**src/rtl/txn_pkg.sv**
```systemverilog
package txn_pkg;
    localparam int IMM_W    = 15;
    localparam int BIT_EXPL = IMM_W;
    localparam int BIT_CONF = IMM_W + 1;
    localparam int BIT_SIZE = IMM_W + 2;
    localparam int BIT_RTRY = IMM_W + 3;
    localparam int BIT_NEST = IMM_W + 4;
    localparam int STATUS_W = IMM_W + 5;

    typedef enum logic [1:0] {
        S_IDLE   = 2'd0,
        S_OUTER  = 2'd1,
        S_NESTED = 2'd2
    } txn_state_e;

    typedef enum logic [1:0] {
        D_HOLD = 2'd0,
        D_INC  = 2'd1,
        D_DEC  = 2'd2,
        D_CLR  = 2'd3
    } depth_op_e;

    typedef struct packed {
        logic             expl;
        logic             conf;
        logic             size;
        logic             nest;
        logic [IMM_W-1:0] imm;
    } cause_t;
endpackage

```
**src/rtl/txn_depth.sv**
```systemverilog
module txn_depth #(
    parameter int MAX_DEPTH = 4,
    localparam int DEPTH_W  = $clog2(MAX_DEPTH + 1)
) (
    input  logic                clk,
    input  logic                rst_n,
    input  txn_pkg::depth_op_e  op,
    output logic [DEPTH_W-1:0]  depth,
    output logic                at_max,
    output logic                at_one,
    output logic                at_two
);
    import txn_pkg::*;

    localparam logic [DEPTH_W-1:0] MAXV = DEPTH_W'(MAX_DEPTH);

    always_ff @(posedge clk or negedge rst_n) begin
        if (!rst_n) begin
            depth <= '0;
        end else begin
            unique case (op)
                D_INC:   if (depth != MAXV) depth <= depth + 1'b1;
                D_DEC:   if (depth != '0)   depth <= depth - 1'b1;
                D_CLR:   depth <= '0;
                default: depth <= depth;
            endcase
        end
    end

    assign at_max = (depth == MAXV);
    assign at_one = (depth == DEPTH_W'(1));
    assign at_two = (depth == DEPTH_W'(2));

    assert_depth_bounded_R12: assert property (@(posedge clk) disable iff (!rst_n)
        depth <= MAXV);
    assert_clr_zero_R5: assert property (@(posedge clk) disable iff (!rst_n)
        op == D_CLR |=> depth == '0);
endmodule

```
**src/rtl/txn_status_enc.sv**
```systemverilog
module txn_status_enc (
    input  txn_pkg::cause_t                 cause,
    output logic [txn_pkg::STATUS_W-1:0]    word
);
    import txn_pkg::*;

    logic retry;

    always_comb begin
        retry = cause.conf | (cause.expl & cause.imm[IMM_W-1]);
        word  = '0;
        word[IMM_W-1:0] = cause.expl ? cause.imm : '0;
        word[BIT_EXPL]  = cause.expl;
        word[BIT_CONF]  = cause.conf;
        word[BIT_SIZE]  = cause.size;
        word[BIT_RTRY]  = retry;
        word[BIT_NEST]  = cause.nest;
    end

    always_comb begin
        if (cause.nest) begin
            assert_nest_alone_R12: assert (!cause.expl && !cause.conf && !cause.size);
        end
    end
endmodule

```
**src/rtl/txn_ctrl.sv**
```systemverilog
module txn_ctrl #(
    parameter int MAX_DEPTH = 4,
    localparam int DEPTH_W  = $clog2(MAX_DEPTH + 1)
) (
    input  logic                          clk,
    input  logic                          rst_n,
    input  logic                          cmd_begin,
    input  logic                          cmd_end,
    input  logic                          cmd_cancel,
    input  logic                          cmd_query,
    input  logic [txn_pkg::IMM_W-1:0]     cancel_imm,
    input  logic                          mem_conflict,
    input  logic                          mem_spill,
    output logic                          status_vld,
    output logic [txn_pkg::STATUS_W-1:0]  status_word,
    output logic                          ckpt_save,
    output logic                          rollback_req,
    output logic                          commit_done,
    output logic                          cmd_err,
    output logic                          test_vld,
    output logic [DEPTH_W-1:0]            test_depth,
    output logic                          in_txn
);
    import txn_pkg::*;

    txn_state_e            st, st_nx;
    depth_op_e             dop;
    logic [DEPTH_W-1:0]    depth;
    logic                  at_max, at_one, at_two;
    cause_t                cause;
    logic [STATUS_W-1:0]   enc_word;

    logic                  do_abort;
    logic                  svld_nx, ckpt_nx, rb_nx, cdone_nx, err_nx;
    logic [STATUS_W-1:0]   sword_nx;

    txn_depth #(.MAX_DEPTH(MAX_DEPTH)) u_depth (
        .clk    (clk),
        .rst_n  (rst_n),
        .op     (dop),
        .depth  (depth),
        .at_max (at_max),
        .at_one (at_one),
        .at_two (at_two)
    );

    txn_status_enc u_enc (
        .cause (cause),
        .word  (enc_word)
    );

    // Next-state and next-output decision
    always_comb begin
        st_nx    = st;
        dop      = D_HOLD;
        cause    = '0;
        do_abort = 1'b0;
        svld_nx  = 1'b0;
        sword_nx = '0;
        ckpt_nx  = 1'b0;
        cdone_nx = 1'b0;
        err_nx   = 1'b0;

        unique case (st)
            S_IDLE: begin
                if (cmd_cancel || cmd_end) begin
                    err_nx = 1'b1;
                end else if (cmd_begin) begin
                    st_nx   = S_OUTER;          // OPEN
                    dop     = D_INC;
                    ckpt_nx = 1'b1;
                    svld_nx = 1'b1;
                end
            end
            S_OUTER, S_NESTED: begin
                if (mem_conflict || mem_spill) begin
                    cause.conf = mem_conflict;
                    cause.size = mem_spill;
                    do_abort   = 1'b1;
                end else if (cmd_cancel) begin
                    cause.expl = 1'b1;
                    cause.imm  = cancel_imm;
                    do_abort   = 1'b1;
                end else if (cmd_end) begin
                    if (at_one) begin
                        st_nx    = S_IDLE;      // RETIRE
                        dop      = D_CLR;
                        cdone_nx = 1'b1;
                    end else begin
                        dop = D_DEC;
                        if (at_two) st_nx = S_OUTER;   // SHALLOW
                    end
                end else if (cmd_begin) begin
                    if (at_max) begin
                        cause.nest = 1'b1;
                        do_abort   = 1'b1;
                    end else begin
                        st_nx   = S_NESTED;     // DEEPEN (or stay nested)
                        dop     = D_INC;
                        svld_nx = 1'b1;
                    end
                end
            end
            default: st_nx = S_IDLE;
        endcase

        if (do_abort) begin
            st_nx    = S_IDLE;                  // ABORT
            dop      = D_CLR;
            svld_nx  = 1'b1;
            sword_nx = enc_word;
        end
        rb_nx = do_abort;
    end

    // State register
    always_ff @(posedge clk or negedge rst_n) begin
        if (!rst_n) st <= S_IDLE;
        else        st <= st_nx;
    end

    // Registered outputs
    always_ff @(posedge clk or negedge rst_n) begin
        if (!rst_n) begin
            status_vld   <= 1'b0;
            status_word  <= '0;
            ckpt_save    <= 1'b0;
            rollback_req <= 1'b0;
            commit_done  <= 1'b0;
            cmd_err      <= 1'b0;
            test_vld     <= 1'b0;
            test_depth   <= '0;
        end else begin
            status_vld   <= svld_nx;
            status_word  <= sword_nx;
            ckpt_save    <= ckpt_nx;
            rollback_req <= rb_nx;
            commit_done  <= cdone_nx;
            cmd_err      <= err_nx;
            test_vld     <= cmd_query;
            test_depth   <= cmd_query ? depth : '0;
        end
    end

    assign in_txn = (st != S_IDLE);

    assert_ckpt_from_idle_R2: assert property (@(posedge clk) disable iff (!rst_n)
        ckpt_save |-> $past(st) == S_IDLE && in_txn);
    assert_rollback_leaves_R5: assert property (@(posedge clk) disable iff (!rst_n)
        rollback_req |-> !in_txn && depth == '0 && status_word != '0);
    assert_retire_from_one_R4: assert property (@(posedge clk) disable iff (!rst_n)
        commit_done |-> $past(depth) == DEPTH_W'(1) && !in_txn);
    assert_err_no_change_R9: assert property (@(posedge clk) disable iff (!rst_n)
        cmd_err |-> !in_txn && !status_vld && !rollback_req);
    assert_idle_ignores_mem_R10: assert property (@(posedge clk) disable iff (!rst_n)
        (st == S_IDLE && !cmd_begin) |=> !rollback_req && !in_txn);
    assert_abort_beats_end_R11: assert property (@(posedge clk) disable iff (!rst_n)
        (st != S_IDLE && cmd_end && (mem_conflict || mem_spill)) |=> rollback_req && !commit_done);
    assert_state_depth_R8: assert property (@(posedge clk) disable iff (!rst_n)
        (st == S_OUTER) == (depth == DEPTH_W'(1)));
endmodule

```
**config.mk**
```make
export PLATFORM = sky130hd
export DESIGN_NAME = txn_ctrl
export DESIGN_NICKNAME = d
export VERILOG_FILES = /design/src/rtl/txn_pkg.sv /design/src/rtl/txn_depth.sv /design/src/rtl/txn_status_enc.sv /design/src/rtl/txn_ctrl.sv
export SDC_FILE = /design/constraint.sdc
export NUM_CORES = 1
export LEC_CHECK = 0
export BUFFER_PORTS_ARGS = -buffer_cell sky130_fd_sc_hd__buf_2
export CAP_MARGIN = 10
export CORE_UTILIZATION = 46
export CTS_BUF_LIST = sky130_fd_sc_hd__clkbuf_4
export DETAILED_ROUTE_END_ITERATION = 10
export PLACE_DENSITY_LB_ADDON = 0.3
export SETUP_SLACK_MARGIN = 0.02
export SLEW_MARGIN = 20
export SYNTH_ARGS = -nofsm -noshare
export SYNTH_HDL_FRONTEND = slang
export SYNTH_SLANG_ARGS = --single-unit
```
**constraint.sdc**
```tcl
create_clock -name clk -period 1.8 [get_ports clk]
set_input_delay 0.27 -clock clk [delete_from_list [all_inputs] [get_ports clk]]
set_output_delay 0.27 -clock clk [all_outputs]
set_load 0.02 [all_outputs]
```
==> out/qor.txt, run 1 <==
WS Path Type -> reg -> reg
Gpl congestion -> 0.952
Peak supply drop -> 0.683 mV
Commonest non-fill, non-tap cells in the layout -> buf_2 (52), dfrtp_1 (34), and2_1 (22), buf_4 (22), nor2_1 (7)
Clk buf depth -> 2
Die Y -> 60.0 um
Switching Fraction -> 35.9%
Die width -> 60.0 um
Fmax -> 0.563 GHz
RR Startpoint -> u_depth.depth[0]
Share of layout cells above drive strength 1 -> 51.2%
Via density -> 5.13
Dpl hpwl -> 2.35 mm
Netlist Area Pre-Place -> 0.00155 mm^2
Post-synth top area cell -> dfrtp_1
Crit path from -> u_depth.depth[0]
Unrepaired setup endpoints after global routing -> true
Status -> completed
Final #Nets -> 246
DR DRC count -> 0
DRT Pass-1 Iters -> 4
Diode count -> 0
Lkg Pwr -> 1.18 nW
Final non-filler cell area -> 0.00228 mm^2
Largest net degree at the start of global routing -> 35
Antenna violations before repair -> 0
Tmin final -> 1.78 ns
Worst slew margin -> 51.1%
Post-synthesis cell count -> 137
Share of total power in the clock network -> 23.1%
Most common flop cell mapped by yosys -> dfrtp_1
Top cells by area, synth -> dfrtp_1 (55%), and2_1 (8.9%), ha_1 (5.7%)
# setup viols final -> 0
Fin crit share -> 98.7%
Global-route wire length before repair -> 5.47 mm
Combinational fraction of design power -> 45.6%
Die area -> 0.00360 mm^2
Seq cells post-synth -> 34
Power per cell area -> 1360 mW/mm^2
Worst slew pin tran -> 0.733 ns
Startpoint types -> flop
Top Ports -> 53
Routed via count -> 1339
Maxcap violations -> 0
Seq/Total Area, Yosys -> 55.0%
Total CTS buffers -> 5
Area growth from synthesis to final layout -> 47.3%
Ys Warns -> 0
1st-iter DRT viols -> 77
Clock slew at reported path FFs -> 0.11 ns
Hold Crit Class -> in -> reg
IO buf count -> 52
Number of flops mapped to enable cells by yosys -> 0
Asr flop ratio synth -> 100%
Max Slew Vio Count -> 0
Most common cell after layout, fill and taps aside -> buf_2
Placed Cells -> 241
Non-Filler Instances -> 261
DRT antenna net count -> 0
Root buffer cell -> clkbuf_4
Routed length per instance -> 14.3 um
Worst EP required -> 2.07 ns
Min-delay src -> cmd_query
Clock skew -> 0.0131 ns
Syn Nets -> 167
Syn_area_per_cell -> 11.3 um^2
CP Capture Type -> flop
Total power -> 3.09 mW
Total Wirelength -> 3.73 mm
Core Footprint -> 0.00313 mm^2
Total GRT Usage -> 21.4%
Cell row count -> 20
Dpl cell area -> 0.00193 mm^2
Hold Fails Final Rpt -> 0
Internal -> 1.98 mW
Reg power frac -> 31.3%
Yosys top cell area share -> 55.0%
Peak fanout along the critical path -> 6
Worst EP arrival -> 2.05 ns
Vias in the first global route -> 1252
Initial Util -> 49.5%
H-tree Lvls -> 2
Worst skew pair latency -> 0.34 ns
Clock Sinks -> 34
Grt ovf -> 0
Synth cell types -> 42
Switching pwr -> 1.11 mW
CTS tree -> done
[power by group through the flow]
stage | combinational (mW) | sequential [mW] | clock (mW)
2_1_floorplan | 0.560 | 1.07 | 0
3_3_place_gp | 1.01 | 0.968 | 0
3_5_place_dp | 1.04 | 0.973 | 0
4_1_cts | 1.18 | 0.950 | 0.717
5_1_grt | 1.51 | 0.985 | 0.756
6_report | 1.41 | 0.967 | 0.716
[registers in the layout, summed over array words and instances, names as in the netlist, 2 cells and up]
signal	count
status_word	20
test_depth	3
u_depth.depth	3
st	2
[area by class of cell]
class / count / area, um^2
Sequential cell: 34 / 851
Inverter: 9 / 36.3
Tap cell: 44 / 55.1
Fill cell: 205 / 848
Timing Repair Buffer: 77 / 458
Clock inverter: 3 / 68.8
Multi-Input combinational cell: 89 / 773
Clock buffer: 5 / 37.5
[layer usage]
layer  up-vias  track usage [%]  wire [um]  share of wire (%)
li1        622                -          -                  -
met4         0             15.0         91                2.4
met3        10             4.55        279                7.5
met2        77             34.4       1830                 49
met5         -                0          0                  0
met1       630             25.2       1530                 41
[logic make-up after synthesis]
family / after synthesis / share of synthesized area, %
AND/OR/NAND/NOR: 57 / 22.9
flip-flops: 34 / 55.0
AO/OA/AOI/OAI: 25 / 12.6
buffers and inverters: 14 / 3.88
adder cells (fa/ha/maj): 7 / 5.66
[synth_stat cells, types with 2 or more instances]
master,instances
a31oi_1,4
buf_2,3
and2_1,22
inv_1,9
a31o_2,2
nand4bb_1,2
nand2b_1,2
nor2_1,8
or3_1,2
o21ai_0,4
ha_1,7
dfrtp_1,34
nor3_1,3
nand2_1,6
nand4b_1,2
[path summary, 6_finish.rpt]
kind	slack [ns]	depth (start not counted)	end
setup / recovery	0.02	7	u_depth.depth[2]
hold / removal	0.06	1	test_vld
setup reg to reg	0.02	7	u_depth.depth[2]
hold reg to reg	0.66	3	u_depth.depth[1]
max in group asynchronous	0.82	2	commit_done
min in group asynchronous	0.51	2	status_word[2]
[per-stage QoR]
step / worst slack [ns] / util (%) / hold slack (ns) / TNS [ns]
finish: 0.0227 / 72.9 / 0.0574 / 0
global route: -0.0849 / 72.9 / 0.0412 / -0.155
CTS: 0.00134 / 69.1 / 0.0487 / 0
detailed placement: -0.0943 / 61.8 / 0.371 / -0.225
global placement: -0.0536 / 61.8 / 0.347 / -0.0724
floorplan: 0.0880 / - / -0.0256 / 0
[worst max-delay path, cell delays in order (launching register included)]
cell and delay (ns):
dfrtp_1 0.43, buf_6 0.14, ha_4 0.16, o21ai_0 0.29, a211oi_2 0.15, o31ai_4 0.31
o2111ai_1 0.14, o21ai_1 0.09
[what timing repair did]
item / CTS / global route
setup endpoints to repair: 5 / 6
buffers inserted: 7 / 4
resized for setup: 14 / 19
hold buffers: 1 / 0
hold endpoints to repair: 18 / 0
pin swaps: 7 / 5
No activity file was read; power rests on OpenSTA's default activity.
==> inputs of run 2 (changes only) <==
ABC_AREA = 1   (was not set)
==> run 2 against run 1 <==
  * Maximum frequency increased by 9.9%
  * Largest power group unchanged
  * Utilization decreased by 9.2 points
  * Critical path type unchanged
  * Non-clock buffer count decreased by 21
  * Critical path depth increased by 4
  * Register-to-register slack improved by 0.16 ns
  * Setup slack improved by 0.16 ns
  * Die area decreased by 2.7%
  * Sequential cell count unchanged
  * Largest cell class unchanged
  * Combinational power decreased by 31%
==> out/qor.txt, run 2 <==
Status -> completed
Top cells by area, synth -> dfrtp_1 (57%), inv_1 (8.7%), nand2_1 (8.0%)
Fmax -> 0.618 GHz (+9.9%)
Initial Util -> 48.9% (-0.62 points)
Routed length per instance -> 10.3 um (-28%)
Peak supply drop -> 0.603 mV (-12%)
Busiest grt layer -> met2
Clk buf depth -> 2 (unchanged)
Reg with most FFs -> status_word
Post-synth top area cell -> dfrtp_1
Max Slew Vio Count -> 0 (unchanged)
Startpoint types -> flop
Yosys top cell area share -> 56.6% (+1.6 points)
Hold Path Sink -> test_vld
Unrepaired setup endpoints after global routing -> false
IO buf count -> 52 (unchanged)
Number of flops mapped to enable cells by yosys -> 0 (unchanged)
Worst skew pair latency -> 0.34 ns (about the same)
Post-synthesis cell count -> 168 (+23%)
Most common cell after layout, fill and taps aside -> buf_2
Tmin final -> 1.62 ns (-0.160 ns)
DRT antenna net count -> 0 (unchanged)
Worst slew pin tran -> 0.719 ns (-0.0139 ns)
Antenna violations before repair -> 0 (unchanged)
Power per cell area -> 1330 mW/mm^2 (-1.8%)
Total CTS buffers -> 5 (unchanged)
Peak fanout along the critical path -> 4 (-2)
Terminus of the critical flop-to-flop path -> st[0]
CP dominant cell by count -> nand2_1
Netlist Area Pre-Place -> 0.00150 mm^2 (-2.8%)
Final #Nets -> 259 (+5.3%)
# setup viols final -> 0 (unchanged)
Hold Fails Final Rpt -> 0 (unchanged)
CTS tree -> done
Largest net degree at the start of global routing -> 35 (unchanged)
Seq/Total Area, Yosys -> 56.6% (+1.6 points)
Register area -> 851 um^2 (unchanged)
Met1 GRT Util -> 19.2% (-6.0 points)
Grt ovf -> 0 (unchanged)
Asr flop ratio synth -> 100% (unchanged)
Core Footprint -> 0.00308 mm^2 (-1.6%)
Root buffer cell -> clkbuf_4
Post-synth top cells -> inv_1 (35), dfrtp_1 (34), nand2_1 (32)
Met2 usage -> 32.3% (-2.2 points)
Seq cells post-synth -> 34 (unchanged)
Most common flop cell mapped by yosys -> dfrtp_1
Worst EP required -> 2.02 ns (-0.05 ns)
Worst slew margin -> 52.0% (+0.92 points)
Biggest regs -> status_word x20, test_depth x3, u_depth.depth x3
Synth cell types -> 20 (-52%)
Post-Route Utilization -> 63.7% (-9.2 points)
Area of the multi-input gates -> 508 um^2 (-34%)
Fillers -> 261 (+27%)
Final setup TNS -> 0 ns (unchanged)
Top-count cell post-synth -> inv_1
Routed via count -> 1230 (-8.1%)
Dpl hpwl -> 2.17 mm (-8.0%)
Crit path cell chain -> inv_1, ha_2, nand2_4, inv_2, nand2_2, nand2_2, nand2_1, nand2_1, o21ai_0, nand2_1, o21ai_0
RR Startpoint -> u_depth.depth[0]
DR DRC count -> 0 (unchanged)
Max FFs per register -> 20 (unchanged)
Global-route wire length before repair -> 4.57 mm (-16%)
Hold Path Stages -> 1 (unchanged)
Diode count -> 0 (unchanged)
Via density -> 4.49 (-12%)
Ys Warns -> 0 (unchanged)
Total GRT Usage -> 18.3% (-3.0 points)
Worst EP arrival -> 1.84 ns (-0.21 ns)
1st-iter DRT viols -> 55 (-29%)
Hold Crit Class -> in -> reg
Area growth from synthesis to final layout -> 30.3%
Die width -> 59.2 um (-1.4%)
WS Path Type -> reg -> reg
Slowest-stage cell, CP -> dfrtp_1
Die area -> 0.00350 mm^2 (-2.7%)
Total Wirelength -> 2.81 mm (-25%)
DRT Pass-1 Iters -> 4 (unchanged)
Die Y -> 59.2 um (-1.4%)
R2R cell count -> 11 (+4)
Cell row count -> 20 (unchanged)
Fin crit share -> 89.8% (-8.9 points)
Gpl congestion -> 0.832 (-13%)
Lkg Pwr -> 1.23 nW (+4.5%)
Syn_area_per_cell -> 8.95 um^2 (-21%)
H-tree Lvls -> 2 (unchanged)
Maxcap violations -> 0 (unchanged)
CP Capture Type -> flop
Clock slew at reported path FFs -> 0.11 ns (about the same)
Clock skew -> 0.00662 ns (-0.00643 ns)
Clock Sinks -> 34 (unchanged)
Largest stage delay on the critical path -> 0.39 ns (-0.04 ns)
Vias in the first global route -> 1145 (-8.5%)
Syn Nets -> 198 (+19%)
Top Ports -> 53 (unchanged)
Min-delay src -> cmd_query
Met3 global-route usage -> 5.68% (+1.1 points)
Commonest non-fill, non-tap cells in the layout -> buf_2 (52), inv_1 (35), dfrtp_1 (34)
Worst R2R Setup Slack -> 0.18 ns (+0.16 ns)
Share of layout cells above drive strength 1 -> 34.3% (-17 points)
==> run 2: worst max path at each step <==
stage                                 from                to  cells after the start  slack, ns
after floorplan           u_depth.depth[0]  u_depth.depth[0]                     12       0.22
final                     u_depth.depth[0]             st[0]                     11       0.18
after global placement               st[0]  u_depth.depth[1]                     10       0.20
after global routing                 st[1]   status_word[18]                      7       0.01
after detailed placement             st[0]  u_depth.depth[1]                     10       0.18
after CTS                            st[0]  u_depth.depth[1]                     10       0.16
==> run 2: per-layer routing <==
layer / vias up / share of wire [%]
met5: - / 0
met4: 0 / 1.6
met3: 4 / 8.8
met2: 61 / 50
met1: 546 / 39
li1: 619 / -
==> run 2: area by class of cell <==
type	instances	area share [%]
Clock inverter	3	3.51
Clock buffer	5	1.92
Sequential cell	34	43.4
Tap cell	44	2.81
Timing Repair Buffer	56	14.9
Inverter	39	7.47
Multi-Input combinational cell	93	25.9
==> run 2: power by group <==
part	internal (mW)	leakage (nW)	switching (mW)	total, mW
Sequential	0.887	0.456	0.0493	0.936
Clock	0.434	0.0554	0.265	0.700
Combinational	0.351	0.723	0.624	0.974
Total	1.67	1.23	0.938	2.61
==> run 2: what timing repair did <==
item | in CTS | in global routing
endpoints found under the setup margin | 0 | 3
gates resized for setup | 0 | 4
endpoints found under the hold margin | 34 | 0
buffers inserted | 0 | 0
hold buffers | 1 | 0
==> run 2: cells by family after synthesis <==
kind of cell | count (synthesis) | synth area share, %
compound gates | 9 | 3.24
xor+xnor | 2 | 1.16
fa+ha+maj | 7 | 5.82
buf+inv | 41 | 10.8
flops | 34 | 56.6
simple gates | 75 | 22.4
==> run 2: worst max-delay path, delay by kind of cell, from the launching register on <==
kind / cells / cell delay (ns)
AOI/OAI and AO/OA: 2 / 0.21
adders and majority gates: 1 / 0.22
buffers and inverters: 2 / 0.17
DFF: 1 / 0.39
and+or+nand+nor: 6 / 0.52
==> run 2: through the flow <==
stage | setup WS (ns) | instance area, um^2 | hold WS [ns] | instances | power (mW)
floorplan | 0.222 | 1500 | -0.0256 | 168 | 1.61
global placement | 0.200 | 1830 | 0.369 | 265 | 1.88
detailed placement | 0.179 | 1830 | 0.364 | 265 | 1.90
CTS | 0.160 | 1940 | 0.0527 | 274 | 2.61
global route | 0.0121 | 1960 | 0.0491 | 274 | 2.81
finish | 0.183 | 1960 | 0.0761 | 274 | 2.61
